`config.mk`:
```
export PLATFORM = sky130hd
export DESIGN_NAME = acs_butterfly16
export DESIGN_NICKNAME = d
export VERILOG_FILES = /design/src/rtl/acs_butterfly16.sv
export SDC_FILE = /design/constraint.sdc
export NUM_CORES = 2
export LEC_CHECK = 0
export CORE_UTILIZATION = 65
export CTS_CLUSTER_SIZE = 25
export DETAILED_ROUTE_END_ITERATION = 8
export DONT_BUFFER_PORTS = 1
export HOLD_SLACK_MARGIN = 0.12
export PLACE_DENSITY_LB_ADDON = 0.15
export SYNTH_ARGS = -nofsm -noshare
export SYNTH_HDL_FRONTEND = slang
export SYNTH_SLANG_ARGS = --single-unit
```
`constraint.sdc`:
```
create_clock -name clk -period 9.3 [get_ports clk]
set_input_delay 0.93 -clock clk [delete_from_list [all_inputs] [get_ports clk]]
set_output_delay 0.93 -clock clk [all_outputs]
set_load 0.005 [all_outputs]
```
`src/rtl/acs_butterfly16.sv`:
```
module acs_butterfly16 #(
  parameter int MW  = 16,
  parameter int NBF = 8
) (
  input  logic                  clk,
  input  logic                  rst,
  input  logic                  in_vld,
  input  logic [2*NBF*MW-1:0]   pm_in,
  input  logic [NBF*MW-1:0]     bm_in,
  output logic                  out_vld,
  output logic [2*NBF*MW-1:0]   pm_out,
  output logic [2*NBF-1:0]      dec_out
);
  localparam int NS = 2 * NBF;
  localparam int EW = MW + 1;
  localparam logic signed [MW-1:0] SMAX = {1'b0, {(MW-1){1'b1}}};
  localparam logic signed [MW-1:0] SMIN = {1'b1, {(MW-1){1'b0}}};

  function automatic logic signed [MW-1:0] sat(input logic [EW-1:0] v);
    if (v[EW-1] != v[EW-2]) return v[EW-1] ? SMIN : SMAX;
    return v[MW-1:0];
  endfunction

  logic signed [MW-1:0] cand_f [NS];
  logic signed [MW-1:0] cand_s [NS];
  logic signed [MW-1:0] nxt_pm [NS];
  logic                 nxt_dec [NS];

  for (genvar j = 0; j < NBF; j++) begin : g_bfly
    logic signed [MW-1:0] ev, od, bm;
    assign ev = pm_in[2*j*MW +: MW];
    assign od = pm_in[(2*j+1)*MW +: MW];
    assign bm = bm_in[j*MW +: MW];

    assign cand_f[j]     = sat({ev[MW-1], ev} + {bm[MW-1], bm});
    assign cand_s[j]     = sat({od[MW-1], od} - {bm[MW-1], bm});
    assign cand_f[j+NBF] = sat({ev[MW-1], ev} - {bm[MW-1], bm});
    assign cand_s[j+NBF] = sat({od[MW-1], od} + {bm[MW-1], bm});

    AST_NO_WRAP_ADD: assert property (@(posedge clk) disable iff (rst)
      (in_vld && ev >= 0 && bm >= 0) |-> (cand_f[j] >= ev));
    AST_NO_WRAP_SUB: assert property (@(posedge clk) disable iff (rst)
      (in_vld && ev < 0 && bm >= 0) |-> (cand_f[j+NBF] <= ev));
  end

  for (genvar i = 0; i < NS; i++) begin : g_sel
    assign nxt_dec[i] = (cand_f[i] >= cand_s[i]);
    assign nxt_pm[i]  = nxt_dec[i] ? cand_f[i] : cand_s[i];

    AST_PICK_MAX: assert property (@(posedge clk) disable iff (rst)
      in_vld |=> ($signed(pm_out[i*MW +: MW]) >= $past(cand_f[i]) &&
                  $signed(pm_out[i*MW +: MW]) >= $past(cand_s[i])));
    AST_DEC_SEL: assert property (@(posedge clk) disable iff (rst)
      in_vld |=> (dec_out[i] ? ($signed(pm_out[i*MW +: MW]) == $past(cand_f[i]))
                             : ($signed(pm_out[i*MW +: MW]) == $past(cand_s[i]) &&
                                $past(cand_s[i]) > $past(cand_f[i]))));
  end

  always_ff @(posedge clk) begin
    if (rst) begin
      out_vld <= 1'b0;
      pm_out  <= '0;
      dec_out <= '0;
    end else begin
      out_vld <= in_vld;
      if (in_vld) begin
        for (int i = 0; i < NS; i++) begin
          pm_out[i*MW +: MW] <= nxt_pm[i];
          dec_out[i]         <= nxt_dec[i];
        end
      end
    end
  end

  AST_VLD_FOLLOWS: assert property (@(posedge clk) disable iff (rst)
    in_vld |=> out_vld);
  AST_VLD_PULSE: assert property (@(posedge clk) disable iff (rst)
    !in_vld |=> !out_vld);
  AST_HOLD_IDLE: assert property (@(posedge clk) disable iff (rst)
    !in_vld |=> ($stable(pm_out) && $stable(dec_out)));
endmodule

```
==> results.sh <==
export IMPL_place_gp_congestion=1.030
export IMPL_critPathSlowestCell="mux2i_1"
export IMPL_ir_worst_vdd_mv=0.1827
export IMPL_fill_cells=6269
export IMPL_ctsHtreeMaxLevel=2
export IMPL_r2r_slack_ps=8210
export IMPL_finalSetupTns_ps=0
export IMPL_start_util=0.6612
export IMPL_layout_commonest_cell="ha_1"
export IMPL_cp_slowest_stage_delay_ps=920
export IMPL_cts_root_buffer="clkbuf_16"
export IMPL_cp_required_ps=9770
export IMPL_synth_area_mm2=0.04559
export IMPL_p_leak_uw=0.02145
export IMPL_clkLatencyLatePin_ps=570
export IMPL_track_usage=0.4404
export IMPL_wl_per_cell_um=24.26
export IMPL_seq_area_mm2=0.005465
export IMPL_path_class="in -> reg"
export IMPL_hold_violations=0
export IMPL_yosys_cell_types_count=105
export IMPL_final_antenna_net_count=0
export IMPL_core_area_mm2=0.06895
export IMPL_placed_cells=6756
export IMPL_mostFrequentLayoutCells="816 x ha_1, 573 x nor2_1, 566 x a21oi_1"
export IMPL_cts_max_path_buffers=3
export IMPL_power_density_mw_per_mm2=227.6
export IMPL_status="finished, final reports clean"
export IMPL_num_rows=96
export IMPL_syn_inst=6162
export IMPL_async_flop_share=0
export IMPL_fin_hold_ws_ps=422.7
export IMPL_worstPathMaxFanout=19
export IMPL_fin_crit_sh=0.8124
export IMPL_hp_class="in -> reg"
export IMPL_drc=0
export IMPL_chipWidth_um=266.8
export IMPL_hpwl_um=133500
export IMPL_wl_met2_um=69210
export IMPL_postCtsHoldBufs=0
export IMPL_tightestPinTransition_ps=1268
export IMPL_finalCriticalPeriod_ps=7555
export IMPL_routed_wl_um=165500
export IMPL_syn_nets=7397
export IMPL_cp_cell_sequence="inv_1, ha_1, inv_1, a221oi_1, nand2_1, a311oi_1, a21oi_1, nor2b_1, o21ai_1, ha_1, clkinv_1, or4_1, o221ai_2, nor2_1, ha_1, nand4_1, nor4_1, a211oi_1, o31ai_1, mux2i_1, nor2_1, a211o_1"
export IMPL_cp_end_kind="flop"
export IMPL_grt_max_degree=176
export IMPL_clock_sinks=273
export IMPL_ys_flop_type="dfxtp_1"
export IMPL_via_count=46076
export IMPL_ys_seq_area_frac=0.1199
export IMPL_yosys_warnings=0
export IMPL_synth_seq_cells=273
export IMPL_slew_viol_final=0
export IMPL_startpoint_type="input pin"
export IMPL_drv_cap=0
export IMPL_path_clk_slew_ps=60
export IMPL_syn_to_final_growth_pct=2.627
export IMPL_avgViaCountPerCell=6.753
export IMPL_finalSetupViolations=0
export IMPL_grt_setup_unrepaired="false"
export IMPL_wl_met3_um=19320
export IMPL_overflow=0
export IMPL_cts_buffers=38
export IMPL_grt_pass1_vias=42697
export IMPL_io_pins=660
export IMPL_syn_avg_cell_area_um2=7.398
export IMPL_final_nets=7100
export IMPL_final_cells=6823
export IMPL_drive_above_1_share=0.03751
export IMPL_cts_tree="built"
export IMPL_dieArea_mm2=0.07120
export IMPL_maxSlewHeadroom=0.1547
export IMPL_ctsResizeCount=0
export IMPL_wl_met1_um=63120
export IMPL_maxUsedRoutingLayer="met5"
export IMPL_dr_pass1_iters=6
export IMPL_worstPathArrival_ps=8030
export IMPL_setup_slack_ps=1745
export IMPL_post_cts_setup_buffers=0
export IMPL_fmax_ghz=0.1324
export IMPL_grt_pass1_wl_um=245400
export IMPL_multi_input_area_mm2=0.03698
export IMPL_dp_slack_ps=1388
export IMPL_drtIter0Drc=4430
export IMPL_antenna_found_initial=2
export IMPL_fp_dieH_um=266.8
export IMPL_synth_edff_count=0
export IMPL_diodes=0
export IMPL_path_common_cell="ha_1"
export IMPL_fin_skew_ps=0
export IMPL_port_buffers=0
-- critical path, delay by kind of cell --
kind | cells | cell delay (ps)
compound gates | 8 | 2720
simple gates | 7 | 1780
fa+ha+maj | 3 | 1150
mux | 1 | 920
buf+inv | 3 | 510
-- cells in the mapped netlist, types with 78 or more instances --
cell type,count,area share
nor2_1,574,0.047
nand2b_1,165,0.023
a211oi_1,88,0.014
a21o_1,200,0.033
nor3_1,128,0.014
inv_1,456,0.038
o31ai_1,83,0.014
xnor2_1,294,0.056
ha_1,816,0.22
clkbuf_1,274,0.023
nor2b_1,115,0.016
a21oi_1,567,0.062
o21a_1,78,0.013
o21ai_0,348,0.038
dfxtp_1,273,0.12
nand3_1,90,0.0099
nand2_1,352,0.029
-- power by group --
| part | switching (uW) | internal (uW) | leakage, uW |
|---|---|---|---|
| clock network | 644 | 931 | 0.000627 |
| registers | 649 | 1590 | 0.00226 |
| logic | 4150 | 2680 | 0.0186 |
-- layer usage --
layer  global-route usage  vias to the layer above
met5                    0                        -
met4               0.3131                        4
met3               0.1412                      630
met2               0.6748                     2420
met1               0.5178                    21430
li1                     -                    21592
-- stage by stage --
stage / total power, uW / instance area [um^2] / util
final: 10650 / 46780 / 0.6786
after global placement: 8673 / 45480 / 0.6597
after global routing: 11350 / 46780 / 0.6786
after CTS: 10400 / 46780 / 0.6786
after floorplan: 6975 / 45590 / -
after detailed placement: 8788 / 45480 / 0.6597
-- sequential cells by signal, indices dropped and copies added (netlist names) --
signal	cells
pm_out	256
dec_out	16
out_vld	1
-- worst paths after layout --
check / from / cells after the start / to
min: rst / 1 / pm_out[34]$_SDFFE_PP0P_
max: bm_in[101] / 22 / pm_out[110]$_SDFFE_PP0P_
max reg2reg: pm_out[80]$_SDFFE_PP0P_ / 2 / pm_out[80]$_SDFFE_PP0P_
min reg2reg: pm_out[192]$_SDFFE_PP0P_ / 2 / pm_out[192]$_SDFFE_PP0P_
-- cell families (layout without fill, tap and decap cells) --
family	Yosys count	in the layout	share of synthesized area
AOI/OAI and AO/OA	2050	2050	0.3032
xor gates and xnor gates	367	367	0.07051
adders and majority gates	848	848	0.2380
buffers and inverters	817	547	0.06966
DFF	273	273	0.1199
muxes	47	47	0.01070
and+or+nand+nor	1760	1760	0.1880
-- cell type report --
type,instances,area share
multi-input cells,5072,0.7904
clock inverters,19,0.005001
clock buffers,48,0.02287
inverters,462,0.03712
repair buffers,18,0.002888
flip-flops and latches,273,0.1168
well taps,931,0.02490
(Power assumes the default switching activity.)
